--- src/rtl/tdma_pkg.sv ---
package tdma_pkg;
  localparam int unsigned WORD_BYTES = 4;
  localparam int unsigned OWN_BIT    = 31;
  localparam int unsigned IRQ_BIT    = 23;
  localparam int unsigned FIRST_BIT  = 22;
  localparam int unsigned LAST_BIT   = 21;
  localparam int unsigned NOCRC_BIT  = 16;
  localparam int unsigned ERR_BIT    = 15;
  localparam int unsigned UDF_BIT    = 11;
  localparam logic [31:0] STATUS_UDF = (32'd1 << ERR_BIT) | (32'd1 << UDF_BIT);

  typedef enum logic [3:0] {
    S_IDLE, S_W0, S_W1, S_W2, S_W3, S_RDB, S_DAT, S_EMIT, S_WB
  } tdma_state_e;
endpackage

--- src/rtl/tdma_poll_ctl.sv ---
module tdma_poll_ctl (
  input  logic clk,
  input  logic rst_n,
  input  logic poll_i,
  input  logic take_i,
  output logic pend_o
);
  logic pend_q, pend_d;

  always_comb begin
    pend_d = pend_q;
    if (take_i) pend_d = 1'b0;
    if (poll_i) pend_d = 1'b1;
  end

  always_ff @(posedge clk or negedge rst_n) begin
    if (!rst_n) pend_q <= 1'b0;
    else        pend_q <= pend_d;
  end

  assign pend_o = pend_q;
endmodule

--- src/rtl/tdma_byte_unpack.sv ---
module tdma_byte_unpack #(
  parameter int unsigned DW = 32
) (
  input  logic          clk,
  input  logic          rst_n,
  input  logic          load_i,
  input  logic          shift_i,
  input  logic [DW-1:0] word_i,
  output logic [7:0]    byte_o
);
  logic [DW-1:0] sh_q, sh_d;
  logic          sh_en;

  assign sh_en = load_i | shift_i;

  always_comb begin
    sh_d = sh_q;
    if (load_i)       sh_d = word_i;
    else if (shift_i) sh_d = sh_q >> 8;
  end

  always_ff @(posedge clk or negedge rst_n) begin
    if (!rst_n)     sh_q <= '0;
    else if (sh_en) sh_q <= sh_d;
  end

  assign byte_o = sh_q[7:0];
endmodule

--- src/rtl/tdma_seq.sv ---
module tdma_seq
  import tdma_pkg::*;
#(
  parameter int unsigned AW = 32,
  parameter int unsigned LW = 15
) (
  input  logic          clk,
  input  logic          rst_n,
  input  logic          en_i,
  input  logic          start_i,
  input  logic          pend_i,
  output logic          take_o,
  input  logic          base_load_i,
  input  logic [AW-1:0] base_addr_i,
  output logic          mem_re_o,
  output logic          mem_we_o,
  output logic [AW-1:0] mem_addr_o,
  output logic [31:0]   mem_wdata_o,
  input  logic [31:0]   mem_rdata_i,
  output logic          tx_valid_o,
  input  logic          tx_ready_i,
  output logic          tx_sof_o,
  output logic          tx_eof_o,
  output logic          tx_nocrc_o,
  input  logic          underrun_i,
  output logic          done_o,
  output logic          irq_o,
  output logic          load_o,
  output logic          shift_o
);
  localparam int unsigned WLW  = $clog2(WORD_BYTES) + 1;
  localparam logic [AW-1:0] STEP = AW'(WORD_BYTES);

  tdma_state_e    state_q, state_d;
  logic [AW-1:0]  cur_q, cur_d, nxt_q, nxt_d, buf_q, buf_d;
  logic [LW-1:0]  rem_q, rem_d;
  logic [WLW-1:0] wleft_q, wleft_d;
  logic first_q, first_d, last_q, last_d, ic_q, ic_d, nocrc_q, nocrc_d;
  logic udf_q, udf_d, drop_q, drop_d, chain_q, chain_d, started_q, started_d;
  logic go;

  assign go = en_i && start_i && (pend_i || chain_q);

  always_comb begin
    state_d = state_q;   cur_d = cur_q;     nxt_d = nxt_q;   buf_d = buf_q;
    rem_d = rem_q;       wleft_d = wleft_q; first_d = first_q;
    last_d = last_q;     ic_d = ic_q;       nocrc_d = nocrc_q;
    udf_d = udf_q;       drop_d = drop_q;   chain_d = chain_q;
    started_d = started_q;
    mem_re_o = 1'b0;  mem_we_o = 1'b0;  mem_addr_o = cur_q;  mem_wdata_o = '0;
    take_o = 1'b0;    tx_valid_o = 1'b0; done_o = 1'b0;  irq_o = 1'b0;
    load_o = 1'b0;    shift_o = 1'b0;
    unique case (state_q)
      S_IDLE: begin
        if (base_load_i) begin
          cur_d = base_addr_i;
        end else if (go) begin
          mem_re_o = 1'b1;
          take_o   = 1'b1;
          chain_d  = 1'b0;
          state_d  = S_W0;
        end
      end
      S_W0: begin
        if (mem_rdata_i[OWN_BIT]) begin
          mem_re_o   = 1'b1;
          mem_addr_o = cur_q + STEP;
          state_d    = S_W1;
        end else begin
          state_d = S_IDLE;
        end
      end
      S_W1: begin
        rem_d      = mem_rdata_i[LW-1:0];
        first_d    = mem_rdata_i[FIRST_BIT];
        last_d     = mem_rdata_i[LAST_BIT];
        ic_d       = mem_rdata_i[IRQ_BIT];
        nocrc_d    = mem_rdata_i[NOCRC_BIT];
        mem_re_o   = 1'b1;
        mem_addr_o = cur_q + 2 * STEP;
        state_d    = S_W2;
      end
      S_W2: begin
        buf_d      = mem_rdata_i[AW-1:0];
        mem_re_o   = 1'b1;
        mem_addr_o = cur_q + 3 * STEP;
        state_d    = S_W3;
      end
      S_W3: begin
        nxt_d     = mem_rdata_i[AW-1:0];
        started_d = 1'b0;
        udf_d     = drop_q;
        state_d   = (drop_q || rem_q == '0) ? S_WB : S_RDB;
      end
      S_RDB: begin
        mem_re_o   = 1'b1;
        mem_addr_o = buf_q;
        state_d    = S_DAT;
      end
      S_DAT: begin
        load_o  = 1'b1;
        wleft_d = (rem_q >= LW'(WORD_BYTES)) ? WLW'(WORD_BYTES) : rem_q[WLW-1:0];
        buf_d   = buf_q + STEP;
        state_d = S_EMIT;
      end
      S_EMIT: begin
        tx_valid_o = 1'b1;
        if (underrun_i) begin
          udf_d   = 1'b1;
          drop_d  = !last_q;
          state_d = S_WB;
        end else if (tx_ready_i) begin
          shift_o   = 1'b1;
          rem_d     = rem_q - 1'b1;
          wleft_d   = wleft_q - 1'b1;
          started_d = 1'b1;
          if (rem_q == LW'(1))         state_d = S_WB;
          else if (wleft_q == WLW'(1)) state_d = S_RDB;
        end
      end
      S_WB: begin
        mem_we_o    = 1'b1;
        mem_wdata_o = udf_q ? STATUS_UDF : 32'd0;
        done_o      = 1'b1;
        irq_o       = ic_q;
        cur_d       = nxt_q;
        chain_d     = 1'b1;
        udf_d       = 1'b0;
        if (last_q) drop_d = 1'b0;
        state_d     = S_IDLE;
      end
      default: state_d = S_IDLE;
    endcase
  end

  assign tx_sof_o   = tx_valid_o && first_q && !started_q;
  assign tx_eof_o   = tx_valid_o && last_q && (rem_q == LW'(1));
  assign tx_nocrc_o = tx_valid_o && nocrc_q;

  always_ff @(posedge clk or negedge rst_n) begin
    if (!rst_n) begin
      state_q <= S_IDLE; cur_q <= '0; nxt_q <= '0; buf_q <= '0;
      rem_q <= '0; wleft_q <= '0; first_q <= 1'b0; last_q <= 1'b0;
      ic_q <= 1'b0; nocrc_q <= 1'b0; udf_q <= 1'b0; drop_q <= 1'b0;
      chain_q <= 1'b0; started_q <= 1'b0;
    end else begin
      state_q <= state_d; cur_q <= cur_d; nxt_q <= nxt_d; buf_q <= buf_d;
      rem_q <= rem_d; wleft_q <= wleft_d; first_q <= first_d; last_q <= last_d;
      ic_q <= ic_d; nocrc_q <= nocrc_d; udf_q <= udf_d; drop_q <= drop_d;
      chain_q <= chain_d; started_q <= started_d;
    end
  end
endmodule

--- src/rtl/tdma_tx_engine.sv ---
module tdma_tx_engine #(
  parameter int unsigned AW = 32,
  parameter int unsigned LW = 15
) (
  input  logic          clk,
  input  logic          rst_n,
  input  logic          tx_en,
  input  logic          tx_start,
  input  logic          poll_req,
  input  logic          base_load,
  input  logic [AW-1:0] base_addr,
  output logic          mem_re,
  output logic          mem_we,
  output logic [AW-1:0] mem_addr,
  output logic [31:0]   mem_wdata,
  input  logic [31:0]   mem_rdata,
  output logic          tx_valid,
  input  logic          tx_ready,
  output logic [7:0]    tx_data,
  output logic          tx_sof,
  output logic          tx_eof,
  output logic          tx_nocrc,
  input  logic          tx_underrun,
  output logic          tx_done,
  output logic          tx_irq
);
  logic [1:0] rsync_q;
  logic       rst_n_int;
  logic       pend, take, load, shift;

  always_ff @(posedge clk or negedge rst_n) begin
    if (!rst_n) rsync_q <= 2'b00;
    else        rsync_q <= {rsync_q[0], 1'b1};
  end
  assign rst_n_int = rsync_q[1];

  tdma_poll_ctl i_poll (
    .clk(clk), .rst_n(rst_n_int), .poll_i(poll_req), .take_i(take), .pend_o(pend)
  );

  tdma_byte_unpack #(.DW(32)) i_unpack (
    .clk(clk), .rst_n(rst_n_int), .load_i(load), .shift_i(shift),
    .word_i(mem_rdata), .byte_o(tx_data)
  );

  tdma_seq #(.AW(AW), .LW(LW)) i_seq (
    .clk(clk), .rst_n(rst_n_int), .en_i(tx_en), .start_i(tx_start),
    .pend_i(pend), .take_o(take), .base_load_i(base_load), .base_addr_i(base_addr),
    .mem_re_o(mem_re), .mem_we_o(mem_we), .mem_addr_o(mem_addr),
    .mem_wdata_o(mem_wdata), .mem_rdata_i(mem_rdata),
    .tx_valid_o(tx_valid), .tx_ready_i(tx_ready), .tx_sof_o(tx_sof),
    .tx_eof_o(tx_eof), .tx_nocrc_o(tx_nocrc), .underrun_i(tx_underrun),
    .done_o(tx_done), .irq_o(tx_irq), .load_o(load), .shift_o(shift)
  );
endmodule

--- config.mk ---
export PLATFORM = sky130hd
export DESIGN_NAME = tdma_tx_engine
export DESIGN_NICKNAME = d
export VERILOG_FILES = /design/src/rtl/tdma_pkg.sv /design/src/rtl/tdma_poll_ctl.sv /design/src/rtl/tdma_byte_unpack.sv /design/src/rtl/tdma_seq.sv /design/src/rtl/tdma_tx_engine.sv
export SDC_FILE = /design/constraint.sdc
export NUM_CORES = 1
export LEC_CHECK = 0
export BUFFER_PORTS_ARGS = -buffer_cell sky130_fd_sc_hd__buf_2
export CORE_AREA = 2 2 130 132
export CTS_CLUSTER_DIAMETER = 50
export DETAILED_ROUTE_END_ITERATION = 6
export DIE_AREA = 0 0 132 134
export GPL_TIMING_DRIVEN = 0
export PLACE_DENSITY = 0.85
export SYNTH_ARGS = -nofsm -noshare
export SYNTH_HDL_FRONTEND = slang
export SYNTH_SLANG_ARGS = --single-unit
--- constraint.sdc ---
create_clock -name clk -period 7.9 [get_ports clk]
set_clock_uncertainty 0.05 [all_clocks]
set_input_delay 1.58 -clock clk [delete_from_list [all_inputs] [get_ports clk]]
set_output_delay 1.58 -clock clk [all_outputs]
set_load 0.01 [all_outputs]
-- After elaboration in Yosys (flattened, before gate mapping)
Index checks and enable logic that the tools add are counted.
- bitwise operators: 1
- equal/unequal tests: 19
- mux-type cells: 50
- reductions and logical operators: 32
- magnitude comparators: 1
- add/sub/neg operators: 6
- operator list (operator ; count):
    $mux 32 ; 5
    $pmux 32 s2 ; 2
    $pmux 32 s4 ; 1
    $add 32x3->32 const B ; 2
    $add 32x4->32 const B ; 2
    $pmux 4 s8 ; 1
    $mux 15 ; 2
    $pmux 15 s2 ; 1
    $mux 4 ; 7
    $mux 1 ; 20
    $eq 4x3->1 const B ; 4
    $mux 16 ; 1
    $reduce_bool 2->1 ; 8
    $eq 15x1->1 const B ; 1
    $ge 15x3->1 const B ; 1
    $logic_not 15->1 ; 1
    $reduce_and 3->1 ; 5
    $sub 15x1->15 const B ; 1
    $ne 2x2->1 const B ; 5
    $mux 3 ; 3
    $eq 4x2->1 const B ; 2
    $logic_and 1x1->1 ; 7
    $pmux 1 s2 ; 3
    $pmux 1 s3 ; 2
    17 further kinds ; 22
- output and inout port bits: 80
- logic and storage cells: 126
- input port bits: 72
- register bits after elaboration: 161

-- Logic depth before layout (Yosys ltp)
Gate-level depths: netlist (run 1).
- depth in word-level cells: 7
- mapped depth: 10
- mapped depth without buffers: 8

-- By module
A second synthesis (run 1) with hierarchy kept.
- cell total of the unflattened synthesis: 1174
- area total of the unflattened synthesis: 9968.3 µm²
- modules (own cells, without submodules) (module ; sequential area each (µm²) ; cells an instance ; instances ; area each (µm²)):
    tdma_seq ; 3153.0 ; 1021 ; 1 ; 8326.7
    tdma_byte_unpack ; 800.8 ; 147 ; 1 ; 1551.5
    tdma_tx_engine ; 50.0 ; 3 ; 1 ; 53.8
    tdma_poll_ctl ; 25.0 ; 3 ; 1 ; 36.3

-- Worst setup path after synthesis (run 1)
No wires, ideal clock.
- kind: input to output
- start point: input mem_rdata[31]
- end point: output mem_addr[17]
- slack: 3.090 ns
- path buffers: 1
- arrival: 3.180 ns
- cell stages on the path: 7
- required time: 6.270 ns
- path through: clkbuf_1 a21o_1 a21oi_1 a211oi_1 o221ai_1 o21ai_0 o311ai_0
- word-level cells in the longest chain between the ends: 2
- RTL lines (item ; RTL line ; text):
    from (decl) ; tdma_tx_engine.sv:16 ; input logic [31:0] mem_rdata,
    $mux 32 ; tdma_seq.sv:65 ; if (mem_rdata_i[OWN_BIT]) begin
    $pmux 32 s4 ; tdma_seq.sv:53 ; unique case (state_q)
    to (decl) ; tdma_tx_engine.sv:14 ; output logic [AW-1:0] mem_addr,
No other way between the ends.

-- Worst setup path after layout (run 1)
- start point: register i_seq.state_q[3]
- end point: output mem_addr[16]
- word-level cells in the longest chain between the ends: 2
- elaborated cells on any way between the ends: 5
- RTL lines (item ; RTL line ; text):
    from (decl) ; tdma_seq.sv:34 ; tdma_state_e state_q, state_d;
    from (signal assigned) ; tdma_seq.sv:147 ; state_q <= state_d; cur_q <= cur_d; nxt_q <= nxt_d; buf_q <= buf_d;
    $eq 4x3->1, or another cell as far along ; tdma_seq.sv:53 ;
    $pmux 32 s4 (*) ; tdma_seq.sv:53 ;
Every way passes the cells marked *; elsewhere a longest branch is shown, timed or not.

==> flow_summary.yaml, run 1 <==
worst_setup_path:
  worstPathCellList: "buf_2 > nor2_1 > a21oi_1 > a221oi_1 > o21ai_0 > o21ai_0 > o311ai_0 > buf_2"
  critical_path_required_ns: 6.27
  setup.worst_path.start_class: "flip-flop"
  endpoint_kind: "output pin"
  critPathKind: "reg -> out"
  cpMaxStageDelayCell: "nor2_1"
  path_buf_inv: 2
  cp_slowest_stage_delay_ns: 0.70
  path_max_fanout: 10
  cp_top_family: "compound AO/OA/AOI/OAI gates"
  arrival_ns: 3.94
floorplan:
  ios: 152
  die_w_um: 132
  die_area_um2: 17700
  start_util_pct: 61.2
  chipHeight_um: 134
  row_count: 47
  core-area_um2: 16300
timing:
  fmax_mhz: 180
  slew-limit-headroom_pct: 27.7
  hold_viol: 0
  grt_setup_unrepaired: "false"
  layout_setup_ws_ns: 2.33
  fin_crit_ns: 5.57
  timing.final.crit_share_pct: 70.5
  setup_violations: 0
  setup_tns_ns: 0
  worst_pin_slew_ns: 1.08
  slew_viol_final: 0
route:
  antenna_left: 0
  dr_wl_met2_um: 16700
  wl_per_cell_um: 24.1
  met3WireLength_um: 4120
  top_layer: "met4"
  wl_um: 37900
  drc_errors: 0
  viasPerCell: 6.68
  dr.pass1.iters: 6
  wl_met1_um: 14100
  via_count: 10500
  drt_iter0_markers: 1462
final_layout:
  nets: 1417
  final_cell_mix: "160 x dfrtp_1, 149 x nand2_1, 145 x buf_2, 124 x nor2_1, 97 x a21oi_1"
  mostFrequentLayoutCell: "dfrtp_1"
  synthToLayoutAreaGrowth_pct: 16.3
  antenna_cells: 0
  drive_gt1_share_pct: 20.5
power:
  p_int_mw: 2.57
  swShare_pct: 48.0
  p_per_area_nw_per_um2: 426
  p_seq_share_pct: 33.3
  p_sw_mw: 2.37
  peakVddDrop_mv: 0.231
  comb_power_share_pct: 50.2
  power_frac_clock_pct: 16.5
  p_leak_nw: 5.24
clock_network:
  cts_resized: 0
  postCtsSetupBuffers: 0
  clock_latency_ns: 0.44
  cts_sinks: 161
  cts_tree: "built"
  cts_root_buf: "clkbuf_16"
  path_clk_slew_ns: 0.07
  h-tree-depth: 4
  clk_path_buf_depth: 2
  cts_buffers: 17
  cts_hold_buf: 0
placed_design:
  port_buffers: 120
  dp_hpwl_um: 28100
  gp_congestion: 1.04
  dp_worst_setup_slack_ns: 2.49
yosys:
  synth.top_cell.area_share_pct: 40.4
  post_synth_num_cell_types: 75
  synthCells: 1165
  synth_edf_count: 0
  ys.flop_type: "dfrtp_1"
  synth_seq_cells: 161
  synth_area_um2: 9970
  syn_avg_cell_area_um2: 8.56
  synth_largest_area_cell: "dfrtp_1"
  ys_async_sr_fraction_pct: 100
  synthTopCellsByArea: "dfrtp_1 40%, mux2i_1 6.1%, nand2_1 5.6%, a21oi_1 4.9%, nor2_1 4.7%"
  seq_area_frac_synth_pct: 40.4
  yosysWarnings: 0
run:
  cap_violations: 0
grt:
  antenna_found_initial: 0
  grt_pass1_vias: 9950
  grt_max_degree: 68
  grt.total_usage_pct: 43.3
  grt_pass1_wl_um: 58000
  overflow: 0
run_status:
  outcome: "finished, final reports clean"
min_path:
  hp-class: "reg -> async"
[worst paths after layout]
| check | from | endpoint | slack [ns] | depth (start not counted) |
|---|---|---|---|---|
| max in group asynchronous | rsync_q[1] | i_seq.buf_q[29] | 6.79 | 1 |
| max reg2reg | i_seq.state_q[3] | i_seq.buf_q[23] | 4.81 | 7 |
| min in group clk | rsync_q[0] | rsync_q[1] | 0.32 | 0 |
| max | i_seq.state_q[3] | mem_addr[16] | 2.33 | 8 |
| min reg2reg | rsync_q[1] | i_seq.rem_q[7] | 0.26 | 0 |
| min | rsync_q[1] | i_seq.rem_q[7] | 0.26 | 0 |
[per-layer routing]
| layer | up-vias | global-route usage (%) |
|---|---|---|
| li1 | 4510 | - |
| met1 | 4922 | 56.4 |
| met2 | 852 | 66.2 |
| met3 | 202 | 8.99 |
| met4 | 0 | 28.0 |
| met5 | - | 0 |
[power groups by stage]
stage	clock network (mW)	logic [mW]	registers, mW
global placement	0	2.32	1.61
CTS	0.807	2.41	1.61
finish	0.816	2.48	1.64
floorplan	0	1.62	1.47
detailed placement	0	2.38	1.62
global route	0.845	2.67	1.67
[sequential cells by signal (all words and copies together), names as in the netlist, 2 cells and up]
signal	flops
i_seq.buf_q	32
i_seq.wleft_q	3
i_unpack.sh_q	32
i_seq.state_q	4
rsync_q	2
i_seq.cur_q	32
i_seq.rem_q	15
i_seq.nxt_q	32
[through the flow]
stage / util, % / std cells / power [mW] / cell area, um2 / hold slack [ns]
final: 71.2 / 1569 / 4.93 / 11600 / 0.265
after global routing: 71.2 / 1569 / 5.19 / 11600 / 0.315
after CTS: 71.2 / 1569 / 4.83 / 11600 / 0.275
after detailed placement: 67.6 / 1537 / 4.00 / 11000 / 0.273
after global placement: 67.2 / 1534 / 3.93 / 11000 / 0.294
after floorplan: - / 1194 / 3.09 / 10100 / 0.281
[synth_stat cells, drive strengths merged (13+ instances only)]
| cell type | count |
|---|---|
| and3 | 14 |
| o21ai | 77 |
| nor3 | 33 |
| nand3 | 41 |
| o211ai | 13 |
| dfrtp | 161 |
| a211oi | 13 |
| nand2 | 149 |
| a21oi | 98 |
| nand4 | 18 |
| mux2i | 61 |
| mux2 | 32 |
| inv | 17 |
| nor2 | 124 |
| clkbuf | 45 |
| buf | 78 |
[logic make-up (layout without fill, tap and decap cells)]
logic type      Yosys count  in the layout  synth area share [%]
compound gates          311            311                  19.8
xor+xnor                  1              1                0.0879
fa+ha+maj                 9              9                  1.13
buf+inv                 141            296                  7.38
flops                   161            161                  40.4
mux                      93             93                  9.74
other cells               2             31                0.0753
simple gates            447            447                  21.4
[cell type report]
type / count / area, um2
Tap cell: 220 / 275
Fill cell: 1186 / 4700
Clock buffer: 18 / 429
Clock inverter: 14 / 144
Sequential cell: 161 / 4030
Inverter: 18 / 67.6
Multi-Input combinational cell: 892 / 5310
Timing Repair Buffer: 123 / 663
Buffer: 123 / 668
No activity file was read; power rests on OpenSTA's default activity.
==> inputs of run 2 (changes only) <==
- CORE_AREA: 2 2 130 132 -> 2 2 142 144
- DIE_AREA: 0 0 132 134 -> 0 0 144 146
- PLACE_DENSITY: 0.85 -> 0.76
- clock period: 7.9 -> 4.6 ns (I/O delays scaled with it)
==> run 2 against run 1 <==
Net effect:
- non-clock buffer count decreased by 1
- clock power increased by 64%
- global-route usage decreased by 7.6 points
- utilization decreased by 11 points
- count of clock-buffer cells in the layout increased by 1
- sequential share of layout area decreased by 0.075 points
- setup slack got worse by 2.3 ns
- first-iteration DRC count decreased by 31%
- via count decreased by 4.5%
- hold slack got worse by 0.054 ns
- combinational power increased by 68%
- critical endpoint is now mem_addr[12]
==> flow_summary.yaml, run 2 (synthesized netlist as in run 1, its figures left out) <==
clock_network:
  cts_sinks: 161
  clk_path_buf_depth: 2
  path_clk_slew_ns: 0.06
  h-tree-depth: 4
  cts_buffers: 17
  clock_latency_ns: 0.43
  cts_resized: 0
  cts_tree: "built"
  postCtsSetupBuffers: 0
  cts_hold_buf: 0
  cts_root_buf: "clkbuf_16"
worst_setup_path:
  timing.rr.start: "i_seq.state_q[1]"
  endpoint_kind: "output pin"
  critical_path_required_ns: 3.63
  worstRegToRegCells: 7
  cpMaxStageDelayCell: "nor2_1"
  cp_slowest_stage_delay_ns: 0.66
  path_buf_inv: 2
  cp_top_family: "compound AO/OA/AOI/OAI gates"
  arrival_ns: 3.55
  rrSetupSlack_ns: 1.58
  rr_endpoint: "i_seq.buf_q[21]"
  path_max_fanout: 10
  worstPathCellList: "buf_2 > nor2_1 > a21oi_1 > a221oi_1 > o21ai_0 > o21ai_0 > o311ai_0 > buf_2"
  setup.worst_path.start_class: "flip-flop"
  critPathKind: "reg -> out"
final_layout:
  utilization_pct: 60.1
  final_cell_mix: "160 x dfrtp_1, 149 x nand2_1, 145 x buf_2, 124 x nor2_1, 97 x a21oi_1"
  drive_gt1_share_pct: 20.3
  synthToLayoutAreaGrowth_pct: 16.5
  antenna_cells: 0
  nets: 1416
  mostFrequentLayoutCell: "dfrtp_1"
power:
  p_leak_nw: 5.21
  p_seq_share_pct: 33.6
  p_int_mw: 4.42
  peakVddDrop_mv: 0.316
  power_mw: 8.32
  p_per_area_nw_per_um2: 716
  p_sw_mw: 3.90
  comb_power_share_pct: 50.2
  swShare_pct: 46.9
  power_frac_clock_pct: 16.2
grt:
  grt.total_usage_pct: 35.7
  grt_max_degree: 66
  antenna_found_initial: 0
  grt_pass1_wl_um: 56300
  grt_pass1_vias: 9522
  overflow: 0
floorplan:
  start_util_pct: 51.6
  row_count: 51
  chipHeight_um: 146
  die_area_um2: 21000
  die_w_um: 144
  ios: 152
  core-area_um2: 19300
timing:
  fmax_mhz: 221
  fin_crit_ns: 4.52
  worst_pin_slew_ns: 1.02
  slew-limit-headroom_pct: 31.7
  grt_setup_unrepaired: "false"
  slew_viol_final: 0
  hold_viol: 0
  setup_tns_ns: 0
  timing.final.crit_share_pct: 98.3
  setup_violations: 0
route:
  via_count: 10000
  drt_iter0_markers: 1004
  wl_um: 37200
  viasPerCell: 6.21
  wl_per_cell_um: 23.1
  antenna_left: 0
  drc_errors: 0
  dr.pass1.iters: 5
placed_design:
  port_buffers: 120
  gp_congestion: 1.00
  dp_hpwl_um: 27700
run:
  cap_violations: 0
min_path:
  hp-class: "in -> async"
run_status:
  outcome: "finished, final reports clean"
[run 2: metal layers]
metal	GRT usage, %	vias to the layer above	wire length, um
li1	-	4521	-
met1	48.7	4778	15000
met2	55.1	596	16900
met3	6.12	118	3370
met4	17.3	0	1980
met5	0	-	0
[run 2: worst max-delay path by stage]
stage / startpoint / endpoint / cells after the start
final: i_seq.state_q[3] / mem_addr[12] / 8
after global routing: i_seq.state_q[3] / mem_addr[12] / 8
after CTS: i_seq.state_q[3] / mem_addr[12] / 8
after detailed placement: mem_rdata[31] / mem_addr[17] / 8
after global placement: mem_rdata[31] / mem_addr[17] / 8
after floorplan: mem_rdata[31] / mem_addr[17] / 7
[run 2: power by group through the flow]
stage	Sequential, mW	Clock, mW	Combinational, mW
floorplan	2.52	0	2.78
global placement	2.78	0	3.97
detailed placement	2.78	0	4.06
CTS	2.77	1.35	4.09
global route	2.87	1.41	4.53
finish	2.80	1.34	4.17
[run 2: worst register-to-register path, cell delays in order (launching register included)]
cell       delay (ns)
dfrtp_1          0.37
clkbuf_2         0.18
nand4bb_1        0.18
clkbuf_1         0.56
buf_1            0.71
clkbuf_1         0.57
o211ai_1         0.17
o311ai_0         0.12
[run 2: cell type report]
cell class                      instances  area, um2
Multi-Input combinational cell        892       5320
Sequential cell                       161       4030
Inverter                               18       67.6
Buffer                                123        668
Fill cell                            1736       7720
Tap cell                              265        332
Clock buffer                           19        433
Clock inverter                         12        111
Timing Repair Buffer                  122        656
[run 2: stage by stage]
step / hold slack [ns] / area, um2 / setup WS (ns) / instances
after floorplan: 0.281 / 10100 / 1.11 / 1194
after global placement: 0.294 / 11000 / -0.0245 / 1579
after detailed placement: 0.288 / 11100 / 0.460 / 1581
final: 0.211 / 11600 / 0.0802 / 1612
after global routing: 0.202 / 11600 / 0.00889 / 1612
after CTS: 0.205 / 11600 / 0.198 / 1612
